File: src/rtl/irq_req_ctrl.sv
module irq_req_ctrl #(
  parameter int ADDR_W = 8,
  parameter int SYNC_STAGES = 2,
  parameter logic [ADDR_W-1:0] A_EDGE = 'h3A,
  parameter logic [ADDR_W-1:0] A_REQ1 = 'h3C,
  parameter logic [ADDR_W-1:0] A_REQ2 = 'h3D,
  parameter logic [ADDR_W-1:0] A_EN1  = 'h3E,
  parameter logic [ADDR_W-1:0] A_EN2  = 'h3F
) (
  input  logic              clk,
  input  logic              rst_n,
  input  logic [ADDR_W-1:0] bus_addr,
  input  logic              bus_wr,
  input  logic [7:0]        bus_wdata,
  output logic [7:0]        bus_rdata,
  input  logic [1:0]        ext_pin,
  input  logic              key_evt,
  input  logic              ser_rx_evt,
  input  logic              ser_tx_evt,
  input  logic              cnt0_evt,
  input  logic              cnt1_evt,
  input  logic              tmrx_evt,
  input  logic              tmra_evt,
  input  logic              adc_evt,
  input  logic              tmr1_evt,
  input  logic              cpu_idis,
  output logic              irq
);
  localparam int CW = 2 * SYNC_STAGES;

  logic [CW-1:0] chain;
  logic [1:0]    pin_s, pin_d, pin_hit, sel;
  logic          wake_off;
  logic [7:0]    req1, en1, ev1, clr1;
  logic [2:0]    req2, en2, ev2, clr2;

  wire wr_edge = bus_wr && bus_addr == A_EDGE;
  wire wr_req1 = bus_wr && bus_addr == A_REQ1;
  wire wr_req2 = bus_wr && bus_addr == A_REQ2;
  wire wr_en1  = bus_wr && bus_addr == A_EN1;
  wire wr_en2  = bus_wr && bus_addr == A_EN2;

  assign pin_s = chain[CW-1 -: 2];

  genvar i;
  generate
    for (i = 0; i < 2; i++) begin : g_edge
      assign pin_hit[i] = sel[i] ? (pin_s[i] & ~pin_d[i]) : (~pin_s[i] & pin_d[i]);
    end
  endgenerate

  assign ev1  = {tmrx_evt, cnt1_evt, cnt0_evt, key_evt & ~wake_off, pin_hit, ser_tx_evt, ser_rx_evt};
  assign ev2  = {tmr1_evt, adc_evt, tmra_evt};
  assign clr1 = wr_req1 ? ~bus_wdata : 8'h00;
  assign clr2 = wr_req2 ? ~bus_wdata[2:0] : 3'b000;

  always_ff @(posedge clk or negedge rst_n) begin
    if (!rst_n) begin
      chain    <= '0;
      pin_d    <= '0;
      sel      <= '0;
      wake_off <= 1'b0;
      req1     <= '0;
      req2     <= '0;
      en1      <= '0;
      en2      <= '0;
      irq      <= 1'b0;
    end else begin
      chain <= CW'({chain, ext_pin});
      pin_d <= pin_s;
      if (wr_edge) begin
        sel      <= bus_wdata[1:0];
        wake_off <= bus_wdata[7];
      end
      req1 <= (req1 & ~clr1) | ev1;
      req2 <= (req2 & ~clr2) | ev2;
      if (wr_en1) en1 <= bus_wdata;
      if (wr_en2) en2 <= bus_wdata[2:0];
      irq <= (|(req1 & en1) | |(req2 & en2)) & ~cpu_idis;
    end
  end

  always_comb begin
    bus_rdata = 8'h00;
    if (bus_addr == A_EDGE)      bus_rdata = {wake_off, 5'b0, sel};
    else if (bus_addr == A_REQ1) bus_rdata = req1;
    else if (bus_addr == A_REQ2) bus_rdata = {5'b0, req2};
    else if (bus_addr == A_EN1)  bus_rdata = en1;
    else if (bus_addr == A_EN2)  bus_rdata = {5'b0, en2};
  end


  idis_blocks_irq_chk: assert property (@(posedge clk) disable iff (!rst_n)
    cpu_idis |=> !irq);


  no_source_no_irq_chk: assert property (@(posedge clk) disable iff (!rst_n)
    (!(|(req1 & en1)) && !(|(req2 & en2))) |=> !irq);


  event_beats_clear_chk: assert property (@(posedge clk) disable iff (!rst_n)
    tmra_evt |=> req2[0]);


  clear_by_zero_chk: assert property (@(posedge clk) disable iff (!rst_n)
    (wr_req2 && !bus_wdata[0] && !tmra_evt) |=> !req2[0]);


  wake_masked_chk: assert property (@(posedge clk) disable iff (!rst_n)
    (wake_off && !wr_req1) |=> req1[4] == $past(req1[4]));
endmodule

File: config.mk
export PLATFORM = sky130hd
export DESIGN_NAME = irq_req_ctrl
export DESIGN_NICKNAME = d
export VERILOG_FILES = /design/src/rtl/irq_req_ctrl.sv
export SDC_FILE = /design/constraint.sdc
export NUM_CORES = 1
export LEC_CHECK = 0
export ABC_AREA = 1
export BUFFER_PORTS_ARGS = -buffer_cell sky130_fd_sc_hd__buf_4
export CAP_MARGIN = 20
export CELL_PAD_IN_SITES_DETAIL_PLACEMENT = 0
export CELL_PAD_IN_SITES_GLOBAL_PLACEMENT = 1
export CORE_MARGIN = 1.5
export CORE_UTILIZATION = 34
export DETAILED_ROUTE_END_ITERATION = 6
export GPL_ROUTABILITY_DRIVEN = 0
export HOLD_SLACK_MARGIN = 0.08
export PLACE_DENSITY = 0.78
export SLEW_MARGIN = 40
export SYNTH_ARGS = -nofsm -noshare
export SYNTH_HDL_FRONTEND = slang
export SYNTH_SLANG_ARGS = --single-unit
File: constraint.sdc
create_clock -name clk -period 0.95 [get_ports clk]
set_clock_uncertainty 0.05 [all_clocks]
set_input_delay 0.1425 -clock clk [delete_from_list [all_inputs] [get_ports clk]]
set_output_delay 0.1425 -clock clk [all_outputs]
set_load 0.005 [all_outputs]
# --- After elaboration in Yosys (flattened, before gate mapping) ---
# Index checks and enable logic that the tools add are counted.
word_totals:
  reg_bits: 32
  inputBits: 31
classes:
  bitwise_logic: 23
  n_eq_ne: 5
  mux: 9
  reduce_logical: 7
op_table:
  columns: ["op", "n"]
  rows:
  - ["equality test 8 x 6 -> 1 bit (second input constant)", 5]
  - ["two-way mux 8 bit", 5]
  - ["bitwise AND 8 bit", 2]
  - ["inverter 8 bit", 2]
  - ["OR 8 bit", 1]
  - ["OR reduction 8 bit", 1]
  - ["bitwise AND 1 bit", 6]
  - ["bitwise AND 3 bit", 2]
  - ["two-way mux 3 bit", 2]
  - ["inverter 1 bit", 6]
  - ["inverter 3 bit", 2]
  - ["logical AND 1 bit", 5]
  - ["OR 3 bit", 1]
  - ["OR reduction 3 bit", 1]
  - ["two-way mux 1 bit", 2]
  - ["OR 1 bit", 1]

# --- Longest topological paths before layout ---
depth:
  word_depth: 6
  ltp_mapped: 9
  mapped_depth_nobuf: 8

# --- Least setup slack after synthesis ---
# OpenSTA, ideal clock, no wires.
synth_timing:
  kind: "input port to output port"
  from: "in bus_addr[6]"
  to: "out bus_rdata[0]"
  path_slack_ns: -0.119
  required_time_ns: 0.757
  path_stages: 8
  t_arrival_ns: 0.876
  path_cell_list: "inv_1 -> nand2_1 -> nor2_4 -> inv_1 -> nor2_4 -> buf_6 -> nand2_1 -> nand3_1"
synth_between:
  elab_chain_cells: 6
  word_cells_on_any_way: 10
synth_lines:
  columns: ["element", "line_no", "text"]
  rows:
  - ["start, declared", "12", "input logic [ADDR_W-1:0] bus_addr,"]
  - ["equality test 8 x 6 -> 1 bit", "89", "else if (bus_addr == A_EN2) bus_rdata = {5'b0, en2};"]
  - ["two-way mux 3 bit", "89", null]
  - ["two-way mux 8 bit", "88", "else if (bus_addr == A_EN1) bus_rdata = en1;"]
  - ["two-way mux 8 bit", "87", "else if (bus_addr == A_REQ2) bus_rdata = {5'b0, req2};"]
  - ["two-way mux 8 bit", "86", "else if (bus_addr == A_REQ1) bus_rdata = req1;"]
  - ["two-way mux 8 bit *", "85", "if (bus_addr == A_EDGE) bus_rdata = {wake_off, 5'b0, sel};"]
  - ["end, declared", "15", "output logic [7:0] bus_rdata,"]
# Mark *: on every way between the ends. The rest lies on a longest branch, timed or not.

# --- Worst setup path in the final report ---
layout_timing:
  from: "in bus_addr[7]"
  to: "out bus_rdata[1]"
# The elaborated chain is that of the path after synthesis.

==> flow_summary.yaml <==
status:
  outcome: "finished, violations left"
  violations: "setup timing"
global_routing:
  grt.met2_usage: 0.3293
  grt.met1_usage: 0.2306
  grt_pass1_vias: 1725
  met3_usage: 0.04252
  grt_overflow: 0
  grt_max_degree: 33
  grt_use_total: 0.1875
  antenna_found_initial: 0
  grt_first_pass_wirelength_um: 7638
  busiest_layer: "met2"
pwr:
  total_leakage_power_nw: 1.524
  vdd_ir_drop_max_uv: 644.7
  total_power_w: 0.003070
  seqPwrFrac: 0.474
  p_clk_frac: 0.341
  switching_share: 0.2741
  power_switching_w: 0.0008414
  power_density_nw_per_um2: 1012
  combPwrFrac: 0.185
  internal-power_w: 0.002229
sta:
  worst_pin_slew_ps: 415.7
  fmax_mhz: 721.9
  drv_slew: 0
  fin_hold_ws_ps: 90.45
  rsz0062_at_grt: "yes"
  worst_slack_ps: -435.3
  hold_violations: 0
  relSlewSlack: 0.7228
  fin_crit_ps: 1385
  min_period_over_period: 1.458
  finalSetupViolations: 32
floorplanning:
  die_w_um: 73.49
  die_h_um: 73.49
  rows: 25
  pin_count: 40
  die-area_um2: 5400
  start_util: 0.3553
  core_area_um2: 4755
clocking:
  cts_buffers: 5
  cts_tree: "yes"
  clockBufferDepth: 2
  clock_sinks: 32
  cts_root_buf: "clkbuf_8"
  clkSlewWorstSetupHoldPaths_ps: 70
  h-tree-depth: 2
  clock_latency_ps: 280
setup_path:
  critical_path.most_common_cell: "nor2_4"
  path_delay_family: "buffers and inverters"
  critPathSlowestCell: "buf_12"
  cpPeakStageDelay_ps: 160
  path_buf_inv: 6
  start_kind: "input pin"
  crit_chain: "buf_8 > inv_12 > nand2_4 > nor2_4 > buf_6 > inv_4 > nor2_4 > buf_12 > nand2_1 > nand3_1 > buf_4"
  worst_ep_arrival_time_ps: 1190
  crit_type: "input pin to output pin"
  endpoint_kind: "output pin"
  critPathMaxFanout: 6
  required_ps: 760
logic_synthesis:
  synth_area_leaders: "dfrtp_1, nand2_1, inv_1, nand3_1, o21ai_2"
  ys_ff_latch: 32
  synth-xor-area-share: 0
  synth-compound-area-share: 0.07926
  syn-num-nets: 251
  yosys.area.top_type_share: 0.4741
  synth.avg_cell_area_um2: 7.678
  synth_edf_count: 0
  netlist_top_cells_count: "nand2_1, inv_1, dfrtp_1"
  ys_seq_area_frac: 0.4741
  yosysUniqueCellTypes: 21
  synth_cells: 220
  synth_warnings: 0
  yosysTopAreaCell: "dfrtp_1"
  muxShareOfSynthArea: 0
  synth_most_common_cell: "nand2_1"
  synthAdderAreaFrac: 0
  synth_top_family_by_area: "simple AND/OR/NAND/NOR gates"
  synthArstFlopShare: 1.000
  synthSimpleGateAreaFrac: 0.3481
  ys.flop_type: "dfrtp_1"
  synth_area_um2: 1689
route:
  viasPerCell: 4.535
  final_antenna_net_count: 0
  drc: 0
  drt-pass1-iter-count: 4
  wl_per_cell_um: 12.71
  drt_iter0_markers: 67
  wirelength_um: 4943
  vias: 1764
layout:
  design_area_um2: 3033
  drive_above_1_share: 0.5124
  fill_cells: 407
  nets: 352
  syn_to_final_growth_pct: 79.56
  n_antenna_cell: 0
flow_run:
  drv_cap: 0
place:
  placed_area_um2: 2266
  io_buffer_count: 39
  hpwl_um: 2914
worst_hold_path:
  hold_path_class: "input pin to flop"
stage by stage:
step                  util  std cells  TNS (ps)  setup slack [ps]
detailed placement  0.4766        343    -12500            -447.2
global route        0.6379        389     -7887            -468.0
finish              0.6379        389     -6450            -435.3
CTS                 0.6024        385     -4896            -420.3
global placement    0.4766        343    -11750            -418.5
floorplan                -        220     -1577            -111.0
cells by family (layout without fill, tap and decap cells):
family | Yosys count | in the layout
and+or+nand+nor | 130 | 131
buffers and inverters | 39 | 140
DFF | 32 | 32
AOI/OAI and AO/OA | 19 | 19
sequential cells by signal, indices dropped and copies added, names as in the netlist:
signal and count:
irq 1, sel 2, chain 4, req2 3, en2 3, wake_off 1, req1 8, pin_d 2
en1 8
worst reg2reg max path: stages, from the launching register on:
cell and delay, ps:
dfrtp_1 400, buf_4 140, nand2_1 80, o21ai_2 80
a21oi_4 130, nand3_2 100, nand2_1 60, inv_1 30
repair_timing:
item / in CTS / in global routing
gates resized for setup: 56 / 43
pin swaps: 20 / 14
setup endpoints to repair: 35 / 35
gates cloned: 2 / 0
endpoints found under the hold margin: 44 / 0
buffers inserted: 19 / 8
hold buffers: 13 / 0
layout make-up:
class                      count  area, um2  area share
inverter                      35      156.4     0.05157
sequential                    32      800.8      0.2640
tap                           67      83.83     0.02764
clock buffer                   5      68.82     0.02269
timing repair buffer          97      887.1      0.2925
multi-input combinational    150       1017      0.3354
clock inverter                 3      18.77    0.006188
layer usage:
| layer | part of all wire | wire length, um |
|---|---|---|
| met3 | 0.027 | 133 |
| met2 | 0.54 | 2669 |
| met5 | 0 | 0 |
| met1 | 0.42 | 2081 |
| met4 | 0.012 | 59 |
cells in the final DEF (no fill, tap or decap), types with 3 or more instances in the layout:
cell | netlist | layout
buf_4 | 0 | 58
buf_6 | 2 | 21
buf_8 | 0 | 3
clkbuf_8 | 0 | 5
dfrtp_1 | 32 | 32
dlygate4sd3_1 | 0 | 13
inv_1 | 34 | 29
nand2_1 | 78 | 53
nand2_2 | 5 | 15
nand2_4 | 1 | 15
nand3_1 | 24 | 11
nand3_2 | 0 | 12
nor2_1 | 12 | 8
nor2_4 | 4 | 6
o21a_1 | 3 | 3
o21ai_2 | 8 | 10
path summary, 6_finish.rpt:
kind	from	end	slack (ps)	depth (start not counted)
max in group asynchronous	rst_n	req2[1]	260	2
worst max register to register	en1[1]	irq	-210	7
worst max-delay path	bus_addr[7]	bus_rdata[1]	-440	11
min in group asynchronous	rst_n	req1[1]	280	2
worst min-delay path	bus_wdata[6]	en1[6]	90	3
worst min register to register	chain[0]	chain[2]	300	0
power groups by stage:
stage                     sequential (W)  clock, W  combinational (W)
after detailed placement         0.00148         0           0.000388
after global routing             0.00146   0.00113           0.000620
after floorplan                  0.00147         0           0.000167
after global placement           0.00148         0           0.000385
final                            0.00145   0.00105           0.000569
after CTS                        0.00145   0.00106           0.000507
Power figures use the tool's default switching activity.
